==> src/rtl/galpat_pkg.sv <==
package galpat_pkg;

    typedef enum logic [2:0] {
        ST_IDLE,
        ST_FILL,
        ST_INVERT,
        ST_RD_NBR,
        ST_RD_TEST,
        ST_RESTORE,
        ST_DRAIN
    } gp_state_e;

    typedef enum logic [1:0] {
        MOP_NONE,
        MOP_WRITE,
        MOP_READ
    } mem_op_e;

    function automatic logic state_is_read(gp_state_e s);
        return (s == ST_RD_NBR) || (s == ST_RD_TEST);
    endfunction

    function automatic logic state_is_write(gp_state_e s);
        return (s == ST_FILL) || (s == ST_INVERT) || (s == ST_RESTORE);
    endfunction

endpackage

==> src/rtl/galpat_seq.sv <==
module galpat_seq
    import galpat_pkg::*;
#(
    parameter int ADDR_W = 6,
    parameter int DATA_W = 8
) (
    input  logic              clk,
    input  logic              rst,
    input  logic              start_i,
    input  logic              bg_ones_i,
    input  logic [ADDR_W-1:0] base_i,
    input  logic [ADDR_W-1:0] limit_i,
    input  logic              mismatch_i,
    output logic              busy_o,
    output logic              done_o,
    output logic              clear_o,
    output mem_op_e           op_o,
    output logic [ADDR_W-1:0] addr_o,
    output logic [DATA_W-1:0] wdata_o,
    output logic [DATA_W-1:0] rd_exp_o
);
    localparam int AX = ADDR_W + 1;

    gp_state_e         st_q, st_d;
    logic              pass_q, pass_d;
    logic              done_q, done_d;
    logic [ADDR_W-1:0] tcell_q, tcell_d;
    logic [ADDR_W-1:0] ocell_q, ocell_d;
    logic [ADDR_W-1:0] base_q, base_d;
    logic [ADDR_W-1:0] limit_q, limit_d;
    logic [DATA_W-1:0] bg_q, bg_d;

    logic              has_other;
    logic [ADDR_W-1:0] first_nbr;
    logic [AX-1:0]     n1, n_nbr;
    logic              nbr_last;
    logic              tcell_last;
    logic              advance;

    always_comb begin
        has_other  = (base_q != limit_q);
        first_nbr  = (tcell_q == base_q) ? base_q + 1'b1 : base_q;
        n1         = {1'b0, ocell_q} + 1'b1;
        n_nbr      = (n1 == {1'b0, tcell_q}) ? n1 + 1'b1 : n1;
        nbr_last   = (n_nbr > {1'b0, limit_q});
        tcell_last = (tcell_q == limit_q);
    end

    always_comb begin
        st_d    = st_q;
        pass_d  = pass_q;
        done_d  = done_q;
        tcell_d = tcell_q;
        ocell_d = ocell_q;
        base_d  = base_q;
        limit_d = limit_q;
        bg_d    = bg_q;
        advance = 1'b0;
        unique case (st_q)
            ST_IDLE: begin
                if (start_i) begin
                    st_d    = ST_FILL;
                    ocell_d = base_i;
                    base_d  = base_i;
                    limit_d = limit_i;
                    bg_d    = {DATA_W{bg_ones_i}};
                    pass_d  = 1'b0;
                    done_d  = 1'b0;
                end
            end
            ST_FILL: begin
                if (ocell_q == limit_q) begin
                    tcell_d = base_q;
                    st_d    = ST_INVERT;
                end else begin
                    ocell_d = ocell_q + 1'b1;
                end
            end
            ST_INVERT: begin
                if (has_other) begin
                    st_d    = ST_RD_NBR;
                    ocell_d = first_nbr;
                end else begin
                    st_d = ST_RESTORE;
                end
            end
            ST_RD_NBR: st_d = ST_RD_TEST;
            ST_RD_TEST: begin
                if (!nbr_last) begin
                    st_d    = ST_RD_NBR;
                    ocell_d = n_nbr[ADDR_W-1:0];
                end else if (!pass_q) begin
                    st_d = ST_RESTORE;
                end else begin
                    advance = 1'b1;
                end
            end
            ST_RESTORE: advance = 1'b1;
            ST_DRAIN: begin
                st_d   = ST_IDLE;
                done_d = 1'b1;
            end
            default: st_d = ST_IDLE;
        endcase

        if (advance) begin
            if (!tcell_last) begin
                tcell_d = tcell_q + 1'b1;
                if (pass_q) begin
                    st_d    = ST_RD_NBR;
                    ocell_d = base_q;
                end else begin
                    st_d = ST_INVERT;
                end
            end else if (!pass_q && has_other) begin
                pass_d  = 1'b1;
                tcell_d = base_q;
                st_d    = ST_RD_NBR;
                ocell_d = base_q + 1'b1;
            end else begin
                st_d = ST_DRAIN;
            end
        end

        if (mismatch_i && st_q != ST_IDLE) begin
            st_d   = ST_IDLE;
            done_d = 1'b1;
        end
    end

    always_ff @(posedge clk) begin
        if (rst) begin
            st_q    <= ST_IDLE;
            pass_q  <= 1'b0;
            done_q  <= 1'b0;
            tcell_q <= '0;
            ocell_q <= '0;
            base_q  <= '0;
            limit_q <= '0;
            bg_q    <= '0;
        end else begin
            st_q    <= st_d;
            pass_q  <= pass_d;
            done_q  <= done_d;
            tcell_q <= tcell_d;
            ocell_q <= ocell_d;
            base_q  <= base_d;
            limit_q <= limit_d;
            bg_q    <= bg_d;
        end
    end

    always_comb begin
        busy_o   = (st_q != ST_IDLE);
        done_o   = done_q;
        clear_o  = (st_q == ST_IDLE) && start_i;
        op_o     = MOP_NONE;
        addr_o   = '0;
        wdata_o  = '0;
        rd_exp_o = '0;
        if (state_is_write(st_q)) op_o = MOP_WRITE;
        if (state_is_read(st_q))  op_o = MOP_READ;
        unique case (st_q)
            ST_FILL:    begin addr_o = ocell_q; wdata_o = bg_q;  end
            ST_INVERT:  begin addr_o = tcell_q; wdata_o = ~bg_q; end
            ST_RESTORE: begin addr_o = tcell_q; wdata_o = bg_q;  end
            ST_RD_NBR:  begin addr_o = ocell_q; rd_exp_o = bg_q; end
            ST_RD_TEST: begin addr_o = tcell_q; rd_exp_o = pass_q ? bg_q : ~bg_q; end
            default: ;
        endcase
    end

    // the second pass never writes
    p_pass2_no_write_r6: assert property (@(posedge clk) disable iff (rst)
        (busy_o && pass_q) |-> (op_o != MOP_WRITE));

    // a neighbour read is always followed by a test-cell re-read
    p_nbr_then_test_r4: assert property (@(posedge clk) disable iff (rst)
        (st_q == ST_RD_NBR && !mismatch_i) |=> (st_q == ST_RD_TEST && addr_o == tcell_q));

    // every access stays inside the latched window
    p_addr_in_window_r2: assert property (@(posedge clk) disable iff (rst)
        (op_o != MOP_NONE) |-> (addr_o >= base_q && addr_o <= limit_q));

    // busy and done are never high together
    p_busy_done_excl_r9: assert property (@(posedge clk) disable iff (rst)
        busy_o |-> !done_o);

endmodule

==> src/rtl/galpat_cmp.sv <==
module galpat_cmp #(
    parameter int ADDR_W = 6,
    parameter int DATA_W = 8
) (
    input  logic              clk,
    input  logic              rst,
    input  logic              clear_i,
    input  logic              rd_issue_i,
    input  logic [ADDR_W-1:0] rd_addr_i,
    input  logic [DATA_W-1:0] rd_exp_i,
    input  logic [DATA_W-1:0] rdata_i,
    output logic              mismatch_o,
    output logic              fail_o,
    output logic [ADDR_W-1:0] fail_addr_o,
    output logic [DATA_W-1:0] fail_exp_o,
    output logic [DATA_W-1:0] fail_act_o
);
    logic              pend_q;
    logic [ADDR_W-1:0] pend_addr_q;
    logic [DATA_W-1:0] pend_exp_q;
    logic              fail_q;
    logic [ADDR_W-1:0] faddr_q;
    logic [DATA_W-1:0] fexp_q, fact_q;

    assign mismatch_o = pend_q && !fail_q && (rdata_i != pend_exp_q);

    always_ff @(posedge clk) begin
        if (rst) begin
            pend_q      <= 1'b0;
            pend_addr_q <= '0;
            pend_exp_q  <= '0;
            fail_q      <= 1'b0;
            faddr_q     <= '0;
            fexp_q      <= '0;
            fact_q      <= '0;
        end else begin
            pend_q      <= rd_issue_i && !mismatch_o;
            pend_addr_q <= rd_addr_i;
            pend_exp_q  <= rd_exp_i;
            if (clear_i) begin
                fail_q <= 1'b0;
            end else if (mismatch_o) begin
                fail_q  <= 1'b1;
                faddr_q <= pend_addr_q;
                fexp_q  <= pend_exp_q;
                fact_q  <= rdata_i;
            end
        end
    end

    assign fail_o      = fail_q;
    assign fail_addr_o = faddr_q;
    assign fail_exp_o  = fexp_q;
    assign fail_act_o  = fact_q;

    // a compare miss always sets the fail flag
    p_miss_sets_fail_r8: assert property (@(posedge clk) disable iff (rst)
        (mismatch_o && !clear_i) |=> fail_o);

    // failure record is held until a start clears it
    p_fail_held_r12: assert property (@(posedge clk) disable iff (rst)
        (fail_o && !clear_i) |=> (fail_o && $stable(fail_addr_o) && $stable(fail_act_o)));

endmodule

==> src/rtl/galpat_bist.sv <==
module galpat_bist
    import galpat_pkg::*;
#(
    parameter int ADDR_W = 6,
    parameter int DATA_W = 8
) (
    input  logic              clk,
    input  logic              rst,
    input  logic              start_i,
    input  logic              bg_ones_i,
    input  logic [ADDR_W-1:0] base_i,
    input  logic [ADDR_W-1:0] limit_i,
    output logic [ADDR_W-1:0] mem_addr_o,
    output logic [DATA_W-1:0] mem_wdata_o,
    output logic              mem_we_o,
    input  logic [DATA_W-1:0] mem_rdata_i,
    output logic              busy_o,
    output logic              done_o,
    output logic              fail_o,
    output logic [ADDR_W-1:0] fail_addr_o,
    output logic [DATA_W-1:0] fail_exp_o,
    output logic [DATA_W-1:0] fail_act_o
);
    mem_op_e           op;
    logic              mismatch;
    logic              clear;
    logic [DATA_W-1:0] rd_exp;

    galpat_seq #(.ADDR_W(ADDR_W), .DATA_W(DATA_W)) seq_i (
        .clk        (clk),
        .rst        (rst),
        .start_i    (start_i),
        .bg_ones_i  (bg_ones_i),
        .base_i     (base_i),
        .limit_i    (limit_i),
        .mismatch_i (mismatch),
        .busy_o     (busy_o),
        .done_o     (done_o),
        .clear_o    (clear),
        .op_o       (op),
        .addr_o     (mem_addr_o),
        .wdata_o    (mem_wdata_o),
        .rd_exp_o   (rd_exp)
    );

    galpat_cmp #(.ADDR_W(ADDR_W), .DATA_W(DATA_W)) cmp_i (
        .clk         (clk),
        .rst         (rst),
        .clear_i     (clear),
        .rd_issue_i  (op == MOP_READ),
        .rd_addr_i   (mem_addr_o),
        .rd_exp_i    (rd_exp),
        .rdata_i     (mem_rdata_i),
        .mismatch_o  (mismatch),
        .fail_o      (fail_o),
        .fail_addr_o (fail_addr_o),
        .fail_exp_o  (fail_exp_o),
        .fail_act_o  (fail_act_o)
    );

    assign mem_we_o = (op == MOP_WRITE);

    // a recorded failure means the engine is stopped
    p_fail_idle_r8: assert property (@(posedge clk) disable iff (rst)
        fail_o |-> !busy_o);

    // writes happen only during a run
    p_we_only_busy_r1: assert property (@(posedge clk) disable iff (rst)
        mem_we_o |-> busy_o);

endmodule

==> config.mk <==
export PLATFORM = sky130hd
export DESIGN_NAME = galpat_bist
export DESIGN_NICKNAME = d
export VERILOG_FILES = /design/src/rtl/galpat_pkg.sv /design/src/rtl/galpat_seq.sv /design/src/rtl/galpat_cmp.sv /design/src/rtl/galpat_bist.sv
export SDC_FILE = /design/constraint.sdc
export NUM_CORES = 1
export LEC_CHECK = 0
export BUFFER_PORTS_ARGS = -buffer_cell sky130_fd_sc_hd__buf_2
export CAP_MARGIN = 20
export CORE_ASPECT_RATIO = 1.4
export CORE_MARGIN = 2
export CORE_UTILIZATION = 50
export CTS_CLUSTER_DIAMETER = 80
export DETAILED_ROUTE_END_ITERATION = 8
export MAX_ROUTING_LAYER = met4
export PLACE_DENSITY_LB_ADDON = 0.08
export SLEW_MARGIN = 10
export SYNTH_ARGS = -nofsm -noshare
export SYNTH_HDL_FRONTEND = slang
export SYNTH_SLANG_ARGS = --single-unit
==> constraint.sdc <==
create_clock -name clk -period 5.5 [get_ports clk]
set_input_delay 1.1 -clock clk [delete_from_list [all_inputs] [get_ports clk]]
set_output_delay 1.1 -clock clk [all_outputs]
set_load 0.01 [all_outputs]
### Word-level counts from Yosys, hierarchy flattened

Index checks and enable logic that the tools add are counted.

* $lt $le $gt $ge: 1
* muxes and demuxes: 43
* bitwise gates (word level): 2
* add/subtract/negate cells: 5
* reductions and logical operators: 24
* equal/unequal tests: 19

Operators by type and width (count)
* $mux W6: 14
* $pmux W8 S2: 2
* $mux W3: 8
* $pmux W6 S4: 1
* $add A6 B1 Y6 const B: 3
* $eq A6 B6 Y1: 3
* $pmux W3 S6: 1
* $pmux W6 S2: 1
* $mux W1: 11
* $eq A3 B3 Y1 const B: 3
* $mux W8: 1
* $ne A8 B8 Y1: 1
* $not A8 Y8: 1
* $reduce_or A2 Y1: 4
* $add A6 B1 Y7 const B: 1
* $add A7 B1 Y7 const B: 1
* $eq A7 B6 Y1: 1
* $gt A7 B6 Y1: 1
* $mux W7: 1
* $eq A3 B2 Y1 const B: 2
* $logic_and A1 B1 Y1: 6
* $ne A3 B2 Y1 const B: 2
* $ne A6 B6 Y1: 1
* $reduce_and A2 Y1: 3
* other kinds (15): 21

* bits in registers: 68

### Longest topological paths before layout

Gate-level depths: netlist (run 1).

* depth in word-level cells: 9
* gate-level depth with buffers: 19
* depth with buffers taken out: 17

### By module

From an unflattened synthesis (run 1), not the netlist that was laid out.

* cell total of the unflattened synthesis: 611
* area total of the unflattened synthesis: 4804.6 um2

By module, submodules not included
* galpat_seq: cells each 467, area each 3255.6 um2, instances 1
* galpat_cmp: cells each 142, area each 1534.0 um2, instances 1
* galpat_bist: cells each 2, area each 15.0 um2, instances 1

### Worst setup path after synthesis (run 1)

No wires, ideal clock.

* kind: register -> register
* from: register seq_i.ocell_q[0]
* to: register seq_i.ocell_q[1]
* data arrival time: 3796 ps
* required time: 5369 ps
* path slack: 1573 ps
* cell stages (with the launch flop): 19
* period minus slack after synthesis: 3927 ps
* library setup time: 131 ps
* path through: dfxtp_1 -> buf_2 -> inv_1 -> ha_1 -> xnor2_1 -> nor3_1 -> and4_1 -> nand2_2 -> nor4_4 -> xnor2_1 -> ha_1 -> and3_1 -> a21boi_0 -> o21ai_0 -> o211ai_1 -> a21oi_1 -> nand2_1 -> a221oi_1 -> o22ai_1

* cells in the longest elaborated chain, start to end: 9

RTL lines
* start, declared: RTL line galpat_seq.sv:28 `logic [ADDR_W-1:0] ocell_q, ocell_d;`
* start signal, assigned: RTL line galpat_seq.sv:146 `ocell_q <= ocell_d;`
* $add A6 B1 Y7: RTL line galpat_seq.sv:43 `n1 = {1'b0, ocell_q} + 1'b1;`
* $add A7 B1 Y7 / $eq A7 B6 Y1 (equally long branches): RTL line galpat_seq.sv:44 `n_nbr = (n1 == {1'b0, tcell_q}) ? n1 + 1'b1 : n1;`
* $mux W7: RTL line galpat_seq.sv:44
* $gt A7 B6 Y1: RTL line galpat_seq.sv:45 `nbr_last = (n_nbr > {1'b0, limit_q});`
* $mux W6: RTL line galpat_seq.sv:89 `if (!nbr_last) begin`
* $pmux W6 S4: RTL line galpat_seq.sv:59 `unique case (st_q)`
* $mux W6 (on tied branches): RTL line galpat_seq.sv:109, galpat_seq.sv:115
* $mux W6: RTL line galpat_seq.sv:107 `if (!tcell_last) begin`
* $mux W6 *: RTL line galpat_seq.sv:106 `if (advance) begin`

Every way passes the cells marked *; elsewhere a longest branch is shown, timed or not.
A chain may end at the register's enable or synchronous reset.

### Worst setup path in the final report (run 1)

* from: register seq_i.ocell_q[0]
* to: register seq_i.ocell_q[4]

Same word-level chain as after synthesis.

==> results of run 1 <==
## where the power goes
| part | internal (W) | leakage (nW) | switching, W |
|---|---|---|---|
| Clock | 0.0000898 | 0.0441 | 0.000136 |
| Combinational | 0.000402 | 1.14 | 0.000613 |
| Sequential | 0.000445 | 0.439 | 0.000151 |
| Total | 0.000937 | 1.63 | 0.000901 |
## registers in the layout, summed over array words and instances (netlist names), 3 cells and up
name,flops
cmp_i.fail_act_o,8
seq_i.ocell_q,6
cmp_i.pend_addr_q,6
seq_i.limit_q,6
seq_i.st_q,3
seq_i.base_q,6
seq_i.tcell_q,6
cmp_i.fail_addr_o,6
## final cells by class
| type | instances | area [sq um] |
|---|---|---|
| clock buffers | 5 | 68.8 |
| clock inverters | 3 | 21.3 |
| flip-flops and latches | 54 | 1080 |
| well taps | 97 | 121 |
| inverters | 12 | 45.0 |
| multi-input cells | 378 | 2400 |
| repair buffers | 67 | 345 |
| fillers | 737 | 3280 |
## metal layers
layer  vias to the layer above  track usage [%]  share of wire (%)
met1                      1650             32.2                 40
met2                       145             45.3                 48
li1                       1756                -                  -
met5                         -                -                  0
met3                        52             2.95                5.6
met4                         0             16.8                6.7
## path summary, 6_finish.rpt
check | to | cells after the start
worst max-delay path | seq_i.ocell_q[4] | 16
worst min register to register | cmp_i.fail_addr_o[4] | 2
worst min-delay path | cmp_i.fail_addr_o[4] | 2
worst max register to register | seq_i.ocell_q[4] | 16
## per-stage QoR
stage / std cells / total power (W) / hold slack [ns]
3_3_place_gp: 608 / 0.00158 / 0.420
6_report: 616 / 0.00184 / 0.436
3_5_place_dp: 608 / 0.00160 / 0.425
4_1_cts: 616 / 0.00183 / 0.440
5_1_grt: 616 / 0.00198 / 0.458
2_1_floorplan: 498 / 0.00135 / 0.417
## synth_stat cells, types with 2 or more instances
master | n | area (sq um)
nand2_1 | 85 | 319
dfxtp_1 | 54 | 1080
a21oi_1 | 45 | 225
xnor2_1 | 32 | 280
clkbuf_1 | 31 | 116
nor2_1 | 26 | 97.6
o21ai_0 | 19 | 95.1
buf_4 | 15 | 113
xor2_1 | 15 | 131
a22oi_1 | 13 | 97.6
nor3_1 | 13 | 65.1
inv_1 | 12 | 45.0
ha_1 | 11 | 138
nand3_1 | 9 | 45.0
nor2b_1 | 9 | 56.3
mux2i_1 | 8 | 80.1
o22ai_1 | 7 | 43.8
and2_1 | 5 | 31.3
and3_1 | 5 | 31.3
nand4_1 | 5 | 31.3
o22a_1 | 5 | 43.8
a31oi_1 | 4 | 25.0
buf_2 | 4 | 20.0
nor4_1 | 4 | 25.0
o211ai_1 | 4 | 30.0
a21boi_0 | 3 | 22.5
a221oi_1 | 3 | 26.3
nand2b_1 | 3 | 18.8
nor3b_1 | 3 | 22.5
o221ai_1 | 3 | 26.3
a211oi_1 | 2 | 15.0
a21o_1 | 2 | 15.0
buf_1 | 2 | 7.51
buf_6 | 2 | 22.5
nand3b_1 | 2 | 15.0
nor3_2 | 2 | 20.0
o32ai_1 | 2 | 17.5
or3_1 | 2 | 12.5
## worst max-delay path, cell delays in order, from the launching register on
cell      delay (ns)
dfxtp_1         0.74
ha_1            0.39
nand3_2         0.10
xor2_1          0.53
xor2_1          0.31
nand2_2         0.17
nor4_4          0.30
xnor2_1         0.17
ha_1            0.28
and3_1          0.16
a21boi_0        0.11
o21ai_0         0.31
o211ai_1        0.27
a21oi_1         0.34
nand2_1         0.12
a221oi_1        0.34
o22ai_1         0.11
## logic make-up after synthesis
group / Yosys count
buf+inv: 66
xor+xnor: 49
fa+ha+maj: 11
mux: 9
simple gates: 185
flops: 54
compound gates: 124
## layout by cell type, fill, tap and decap left out, drive strengths merged, types with 2 or more instances in the layout
master	instances
a22oi	13
nand3b	2
and2	6
inv	12
clkinv	2
a21boi	3
o21ai	19
xor2	15
mux2i	8
a211oi	2
nand4	6
xnor2	32
or3	2
o22ai	7
o221ai	3
a21oi	45
clkbuf	5
o32ai	2
nand2	86
nand2b	3
dfxtp	54
o211ai	4
a21o	3
a221oi	3
and3	5
a31oi	4
ha	11
nor3	15
nor3b	3
nor4	5
nand3	10
buf	67
nor2b	9
nor2	28
o22a	5
==> flow_metrics.py, run 1 <==
metrics = {
    "clock_tree": {
        "cts_tree": "done",
        "cts_resized": 0,
        "htreeDepth": 2,
        "clk-insertion-delay-late_ns": 0.32,
        "cts-buffers-inserted": 5,
        "clockBufferDepth": 2,
        "hold_buffers": 0,
        "cts_setup_buffers": 0,
        "path_clk_slew_ns": 0.10,
        "cts_sinks": 54,
        "cts_root_buf": "clkbuf_8",
    },
    "place": {
        "dpl_cell_area_sq_um": 3990,
        "place.detailed.hpwl_um": 8250,
        "io_buffers": 63,
        "routabilityCongestion": 0.906,
        "post-place-ws_ns": 0.669,
    },
    "timing": {
        "max_slew_margin_pct": 44.9,
        "rsz0062_at_grt": "false",
        "finalWorstSetupSlack_ns": 0.621,
        "maxSlewViolCount": 0,
        "min_period_over_period_pct": 88.7,
        "final.setup.tns_ns": 0,
        "finalHoldViolCount": 0,
        "worst_pin_slew_ns": 0.822,
        "fin_crit_ns": 4.88,
        "fmax_ghz": 0.205,
        "setup_viol": 0,
        "skew_ns": 0.00747,
    },
    "yosys": {
        "synth-xor-area-share_pct": 12.1,
        "async_flop_share_pct": 0,
        "ys_ff_latch": 54,
        "synth-edff-count": 0,
        "ys.flop_type": "dfxtp_1",
        "synth-seq-area-share_pct": 28.4,
        "netlist_area_sq_um": 3800,
        "yosys_warnings": 0,
        "muxShareOfSynthArea_pct": 2.40,
        "synth_top_family_by_area": "simple AND/OR/NAND/NOR gates",
        "synthCells": 498,
        "synth_area_per_cell_sq_um": 7.63,
        "ys_types": 65,
        "synthSimpleGateAreaFrac_pct": 24.0,
        "synth_compound_area_share_pct": 21.0,
        "synth_adder_area_share_pct": 3.62,
        "synth_fp_nets": 533,
    },
    "global_route": {
        "globalRouteTotalUtil_pct": 27.6,
        "grt_pass1_wl_um": 17600,
        "grt_pass1_vias": 3324,
        "grt_start_max_net_pins": 26,
        "grt-ovfl-total": 0,
        "antenna_found_initial": 0,
    },
    "floorplan": {
        "die_h_um": 107,
        "die_w_um": 77.7,
        "num_rows": 37,
        "core_area_sq_um": 7360,
        "floorplan.initialDensity_pct": 51.6,
        "io_pins": 64,
        "die-area_sq_um": 8320,
    },
    "worst_setup_path": {
        "startpoint": "seq_i.ocell_q[0]",
        "r2r_setup_slack_ns": 0.62,
        "worstPathMaxFanout": 14,
        "worstPathRequired_ns": 5.71,
        "arrival_ns": 5.09,
        "start_kind": "flop",
        "r2r_start": "seq_i.ocell_q[0]",
        "critical_path_class": "flop to flop",
        "cp-end-kind": "flop",
    },
    "route": {
        "num_vias": 3603,
        "dr.pass1.iters": 5,
        "ant_nets": 0,
        "drt_iter0_drc": 230,
        "wire_per_inst_um": 17.7,
        "drc": 0,
        "routed_wl_um": 10900,
        "vias_per_cell": 5.85,
    },
    "power": {
        "power.density_nw_per_um2": 450,
        "p_leak_nw": 1.63,
        "ir_worst_vdd_mv": 0.219,
    },
    "min_path": {
        "holdCritStartpoint": "cmp_i.pend_addr_q[4]",
        "min_path_type": "flop to flop",
    },
    "layout": {
        "final_area_sq_um": 4080,
        "syn_to_final_growth_pct": 7.44,
        "insertedDiodeCount": 0,
        "drive_above_1_share_pct": 17.1,
        "fin_util_pct": 55.5,
        "final_nets": 553,
    },
    "job": {
        "max_cap_violations": 0,
    },
    "outcome": {
        "outcome": "complete, no violations",
    },
}
No activity file was read; power rests on OpenSTA's default activity.
==> run 2, diff against run 1 <==
--- a/config.mk
+++ b/config.mk
@@ -10,6 +10,7 @@
 export CORE_ASPECT_RATIO = 1.4
 export CORE_MARGIN = 2
 export CORE_UTILIZATION = 50
+export CTS_BUF_LIST = sky130_fd_sc_hd__clkbuf_8
 export CTS_CLUSTER_DIAMETER = 80
 export DETAILED_ROUTE_END_ITERATION = 8
 export MAX_ROUTING_LAYER = met4
@@ -17,4 +18,5 @@
 export SLEW_MARGIN = 10
 export SYNTH_ARGS = -nofsm -noshare
 export SYNTH_HDL_FRONTEND = slang
+export SYNTH_HIERARCHICAL = 1
 export SYNTH_SLANG_ARGS = --single-unit
==> flow_metrics.py, run 2 <==
metrics = {
    "outcome": {
        "outcome": "complete, no violations",
    },
    "layout": {
        "n_fill_cell": 929,
        "final_common_cell": "dfxtp_1",
        "insertedDiodeCount": 0,
        "drive_above_1_share_pct": 16.3,
        "regArea_sq_um": 1360,
        "multiInputGateArea_sq_um": 3090,
        "fin_util_pct": 55.5,
        "syn_to_final_growth_pct": 8.57,
        "final_nets": 670,
        "mostFrequentLayoutCells": "68 x dfxtp_1, 63 x buf_2, 62 x nand2_1, 43 x nand2b_1, 35 x nor2_1",
    },
    "yosys": {
        "synth-seq-area-share_pct": 28.3,
        "ys_ff_latch": 68,
        "synth_compound_area_share_pct": 18.1,
        "post-synth-top-count-cell": "dfxtp_1",
        "synthSimpleGateAreaFrac_pct": 26.7,
        "muxShareOfSynthArea_pct": 6.51,
        "ys_types": 69,
        "synth_area_per_cell_sq_um": 7.86,
        "synthTopCellsByArea": "dfxtp_1 28%, mux2i_1 6.0%, xnor2_1 5.8%",
        "synth_top_cell_area_share_pct": 28.3,
        "yosys_warnings": 6,
        "yosysTopAreaCell": "dfxtp_1",
        "synth_adder_area_share_pct": 2.86,
        "async_flop_share_pct": 0,
        "ys.flop_type": "dfxtp_1",
        "netlist_area_sq_um": 4800,
        "netlist_top_cells_count": "68 x dfxtp_1, 62 x nand2_1, 43 x nand2b_1",
        "synth_fp_nets": 646,
        "synthCells": 611,
        "synth_top_family_by_area": "simple AND/OR/NAND/NOR gates",
        "synth-edff-count": 0,
        "synth-xor-area-share_pct": 9.77,
    },
    "place": {
        "post-place-ws_ns": 0.744,
        "io_buffers": 63,
        "place.detailed.hpwl_um": 10600,
        "routabilityCongestion": 0.988,
    },
    "global_route": {
        "globalRouteTotalUtil_pct": 27.9,
        "antenna_found_initial": 0,
        "grt_pass1_wl_um": 21700,
        "grt_start_max_net_pins": 86,
        "grt-ovfl-total": 0,
        "grt_pass1_vias": 4177,
    },
    "route": {
        "drt_iter0_drc": 266,
        "drc": 0,
        "routed_wl_um": 13900,
        "ant_nets": 0,
        "vias_per_cell": 5.88,
        "wire_per_inst_um": 18.5,
        "dr.pass1.iters": 5,
        "num_vias": 4413,
    },
    "timing": {
        "worst_pin_slew_ns": 0.923,
        "rsz0062_at_grt": "false",
        "maxSlewViolCount": 0,
        "setup_viol": 0,
        "min_period_over_period_pct": 89.2,
        "max_slew_margin_pct": 38.0,
        "fin_crit_ns": 4.90,
        "finalWorstSetupSlack_ns": 0.596,
        "skew_ns": 0.00962,
        "final.setup.tns_ns": 0,
        "finalHoldViolCount": 0,
        "fmax_ghz": 0.204,
    },
    "worst_setup_path": {
        "reg2reg_depth": 14,
        "cp-end-kind": "flop",
        "worstPathRequired_ns": 5.80,
        "worstPathMaxFanout": 7,
        "start_kind": "flop",
        "critical_path_class": "flop to flop",
        "arrival_ns": 5.20,
    },
    "power": {
        "ir_worst_vdd_mv": 0.218,
        "power.density_nw_per_um2": 366,
        "finalPower_w": 0.00191,
        "p_leak_nw": 2.06,
    },
    "clock_tree": {
        "clk-insertion-delay-late_ns": 0.36,
        "cts_tree": "done",
        "hold_buffers": 0,
        "clockBufferDepth": 2,
        "cts_resized": 0,
        "cts_setup_buffers": 0,
        "cts_sinks": 68,
        "htreeDepth": 3,
        "cts-buffers-inserted": 9,
        "path_clk_slew_ns": 0.08,
        "cts_root_buf": "clkbuf_8",
    },
    "floorplan": {
        "io_pins": 64,
        "die_w_um": 86.8,
        "core_area_sq_um": 9410,
        "floorplan.initialDensity_pct": 51.1,
        "die-area_sq_um": 10400,
        "die_h_um": 120,
        "num_rows": 42,
    },
    "min_path": {
        "min_path_type": "flop to flop",
        "min_delay_path_depth": 2,
    },
    "job": {
        "max_cap_violations": 0,
    },
}
[run 2: cell count changes after synthesis, moves of 5 or more]
cell | before | now
a21oi_1 | 45 | 31
dfxtp_1 | 54 | 68
inv_1 | 12 | 17
mux2i_1 | 8 | 29
nand2_1 | 85 | 62
nand2b_1 | 3 | 43
nand3_1 | 9 | 19
nor2_1 | 26 | 35
nor2b_1 | 9 | 20
nor3_1 | 13 | 18
o211ai_1 | 4 | 9
o21ai_0 | 19 | 29
o22ai_1 | 7 | 1
or2b_1 | 0 | 6
[run 2: worst max-delay path, stage by stage, from the launching register on]
cell and delay, ns:
dfxtp_1 0.50, ha_1 0.29, and3_1 0.31, xnor3_1 0.27, or3_4 0.41, nor2_1 0.32, mux2_2 0.40, ha_1 0.31
a21oi_1 0.14, a21oi_1 0.08, o22a_1 0.26, or3_1 0.33, o31ai_1 0.75, o311ai_0 0.32, nand3_1 0.15
[run 2: final timing paths]
path                                      startpoint                   end  slack, ns
worst max-delay path                seq_i/ocell_q[0]      seq_i/ocell_q[5]       0.60
worst max register to register      seq_i/ocell_q[0]      seq_i/ocell_q[5]       0.60
worst min register to register  cmp_i/pend_addr_q[4]  cmp_i/fail_addr_o[4]       0.46
worst min-delay path            cmp_i/pend_addr_q[4]  cmp_i/fail_addr_o[4]       0.46
[run 2: kinds of logic (layout without fill, tap and decap cells)]
logic type / count (synthesis) / in the layout
DFF: 68 / 68
xor gates and xnor gates: 52 / 52
and+or+nand+nor: 243 / 243
AOI/OAI and AO/OA: 129 / 129
muxes: 31 / 31
buffers and inverters: 77 / 106
adders and majority gates: 11 / 11
[run 2: layout make-up]
cell class,count,share of cell area [%]
tap,110,2.64
sequential,68,26.1
clock buffer,9,2.37
inverter,17,1.22
timing repair buffer,73,7.48
multi-input combinational,466,59.2
clock inverter,7,0.983
[run 2: per-layer routing]
layer | GRT usage [%] | up-vias | wire length (um)
li1 | - | 2169 | -
met1 | 31.7 | 2048 | 5480
met2 | 46.7 | 152 | 7050
met3 | 4.40 | 44 | 780
met4 | 13.9 | 0 | 569
met5 | - | - | 0
[run 2: through the flow]
| step | instances | cell area [sq um] | hold WS, ns |
|---|---|---|---|
| 4_1_cts | 750 | 5220 | 0.467 |
| 3_5_place_dp | 734 | 5040 | 0.458 |
| 6_report | 750 | 5220 | 0.463 |
| 2_1_floorplan | 611 | 4800 | 0.438 |
| 3_3_place_gp | 734 | 5040 | 0.443 |
| 5_1_grt | 750 | 5220 | 0.483 |
[run 2: power breakdown]
part | switching [W] | total, W | internal [W]
Clock | 0.000208 | 0.000372 | 0.000165
Combinational | 0.000532 | 0.000896 | 0.000364
Sequential | 0.000106 | 0.000643 | 0.000537
Total | 0.000846 | 0.00191 | 0.00107
==> run 3, diff against run 2 <==
--- a/config.mk
+++ b/config.mk
@@ -5,7 +5,6 @@
 export SDC_FILE = /design/constraint.sdc
 export NUM_CORES = 1
 export LEC_CHECK = 0
-export BUFFER_PORTS_ARGS = -buffer_cell sky130_fd_sc_hd__buf_2
 export CAP_MARGIN = 20
 export CORE_ASPECT_RATIO = 1.4
 export CORE_MARGIN = 2
@@ -13,6 +12,7 @@
 export CTS_BUF_LIST = sky130_fd_sc_hd__clkbuf_8
 export CTS_CLUSTER_DIAMETER = 80
 export DETAILED_ROUTE_END_ITERATION = 8
+export DONT_BUFFER_PORTS = 1
 export MAX_ROUTING_LAYER = met4
 export PLACE_DENSITY_LB_ADDON = 0.08
 export SLEW_MARGIN = 10
==> flow_metrics.py, run 3 (synthesis gave the netlist of run 2 again) <==
metrics = {
    "outcome": {
        "outcome": "complete, no violations",
    },
    "route": {
        "wl_met2_um": 6580,
        "drt_iter0_drc": 222,
        "maxUsedRoutingLayer": "met4",
        "dr.pass1.iters": 5,
        "routed_wl_um": 13600,
        "wire_per_inst_um": 19.7,
        "wl_met3_um": 761,
        "wl_met1_um": 5380,
        "drc": 0,
        "num_vias": 4225,
        "vias_per_cell": 6.14,
        "ant_nets": 0,
    },
    "worst_setup_path": {
        "worstPathMaxFanout": 13,
        "crit_path_cell_trace": "ha_1, and3_1, xnor3_1, or3_4, nor2_1, mux2_2, ha_1, a21oi_1, a21oi_1, o22a_1, or3_1, o221ai_2, nor2_1, a22oi_1, nand2_1",
        "critical_path_class": "flop to flop",
        "cp-end-kind": "flop",
        "critical_path_depth": 15,
        "max_stage_delay_ns": 0.56,
        "cp_slowest_cell": "o221ai_2",
        "r2r_start": "seq_i/ocell_q[1]",
        "reg2reg_depth": 15,
        "path_buf_inv": 0,
        "r2r_setup_slack_ns": 0.66,
        "arrival_ns": 5.09,
        "worstPathRequired_ns": 5.75,
        "start_kind": "flop",
        "path_delay_family": "simple AND/OR/NAND/NOR gates",
        "reg2reg_to": "seq_i/ocell_q[3]",
    },
    "layout": {
        "final_common_cell": "dfxtp_1",
        "mostFrequentLayoutCells": "68 x dfxtp_1, 62 x nand2_1, 43 x nand2b_1, 35 x nor2_1, 32 x xnor2_1",
        "syn_to_final_growth_pct": 2.86,
        "drive_above_1_share_pct": 7.44,
        "final_nets": 608,
        "insertedDiodeCount": 0,
        "n_fill_cell": 940,
        "fin_util_pct": 52.5,
    },
    "timing": {
        "rsz0062_at_grt": "false",
        "final.setup.tns_ns": 0,
        "maxSlewViolCount": 0,
        "worst_pin_slew_ns": 0.879,
        "skew_ns": 0.0164,
        "max_slew_margin_pct": 41.3,
        "min_period_over_period_pct": 88.0,
        "finalHoldViolCount": 0,
        "fin_crit_ns": 4.84,
        "setup_viol": 0,
        "fmax_ghz": 0.207,
    },
    "power": {
        "p_leak_nw": 1.77,
        "p_comb_share_pct": 45.4,
        "power_frac_seq_pct": 32.5,
        "power.internal_w": 0.00110,
        "p_clk_share_pct": 22.2,
        "p_sw_share_pct": 43.4,
        "power.switching_w": 0.000840,
        "power.density_nw_per_um2": 392,
        "ir_worst_vdd_mv": 0.196,
    },
    "place": {
        "place.detailed.hpwl_um": 10100,
        "routabilityCongestion": 0.929,
        "io_buffers": 0,
    },
    "clock_tree": {
        "cts_setup_buffers": 0,
        "clk-insertion-delay-late_ns": 0.37,
        "cts_root_buf": "clkbuf_8",
        "hold_buffers": 0,
        "cts_sinks": 68,
        "cts_tree": "done",
        "clockBufferDepth": 2,
        "cts-buffers-inserted": 9,
        "path_clk_slew_ns": 0.08,
        "cts_resized": 0,
        "htreeDepth": 3,
    },
    "global_route": {
        "grt_pass1_wl_um": 21000,
        "antenna_found_initial": 0,
        "grt_pass1_vias": 4090,
        "grt_start_max_net_pins": 86,
        "grt-ovfl-total": 0,
        "globalRouteTotalUtil_pct": 27.2,
    },
    "min_path": {
        "hold_end": "cmp_i/fail_addr_o[5]",
        "min_path_type": "flop to flop",
        "holdCritStartpoint": "cmp_i/pend_addr_q[5]",
        "min_delay_path_depth": 2,
    },
    "floorplan": {
        "die_w_um": 86.8,
        "floorplan.initialDensity_pct": 51.1,
        "num_rows": 42,
        "io_pins": 64,
        "die_h_um": 120,
        "core_area_sq_um": 9410,
        "die-area_sq_um": 10400,
    },
    "job": {
        "max_cap_violations": 0,
    },
}
==> run 3: changes by cell type in the layout (fill, tap and decap cells not counted) <==
cell / delta
clkinvlp_4: -1
inv_6: +2
buf_4: +1
buf_2: -63
mux2i_1: -1
mux2i_2: +1
bufinv_16: +1
clkinv_2: -2
==> run 3: routing by layer <==
layer  track usage [%]  vias up
met2              44.3      143
met3              5.16       54
met5                 -        -
met4              18.0        0
li1                  -     2038
met1              29.6     1990
==> run 3: through the flow <==
stage,power [W],std cells,hold slack (ns),area (sq um),setup slack (ns)
floorplan,0.00130,611,0.438,4800,1.43
global placement,0.00150,672,0.441,4740,0.864
detailed placement,0.00150,672,0.451,4740,0.742
CTS,0.00194,688,0.454,4940,0.714
global route,0.00206,688,0.483,4940,0.398
finish,0.00194,688,0.457,4940,0.662
==> run 3: cell type report <==
type | instances | area [sq um] | share of cell area, %
multi-input combinational | 466 | 3090 | 62.6
sequential | 68 | 1360 | 27.5
tap | 110 | 138 | 2.78
clock buffer | 9 | 124 | 2.51
timing repair buffer | 11 | 82.6 | 1.67
clock inverter | 7 | 81.3 | 1.65
inverter | 17 | 63.8 | 1.29
==> run 3: worst register-to-register path: stages (launching register included) <==
cell	delay [ns]
dfxtp_1	0.49
ha_1	0.30
and3_1	0.29
xnor3_1	0.27
or3_4	0.42
nor2_1	0.30
mux2_2	0.40
ha_1	0.32
a21oi_1	0.15
a21oi_1	0.08
o22a_1	0.26
or3_1	0.36
o221ai_2	0.56
nor2_1	0.23
a22oi_1	0.22
nand2_1	0.08
==> run 3: power by group through the flow <==
stage | logic (W) | clock network, W | registers (W)
6_report | 0.000879 | 0.000429 | 0.000629
4_1_cts | 0.000868 | 0.000442 | 0.000626
2_1_floorplan | 0.000724 | 0 | 0.000572
3_5_place_dp | 0.000863 | 0 | 0.000638
5_1_grt | 0.000965 | 0.000461 | 0.000635
3_3_place_gp | 0.000863 | 0 | 0.000638
==> run 3: worst max path at each step <==
stage | slack, ns | to | start
finish | 0.66 | seq_i/ocell_q[3] | seq_i/ocell_q[1]
CTS | 0.71 | seq_i/ocell_q[3] | seq_i/ocell_q[1]
detailed placement | 0.74 | seq_i/ocell_q[3] | seq_i/ocell_q[1]
global placement | 0.86 | seq_i/ocell_q[3] | seq_i/ocell_q[1]
floorplan | 1.43 | seq_i/ocell_q[3] | seq_i/ocell_q[1]
global route | 0.40 | seq_i/ocell_q[3] | seq_i/ocell_q[1]
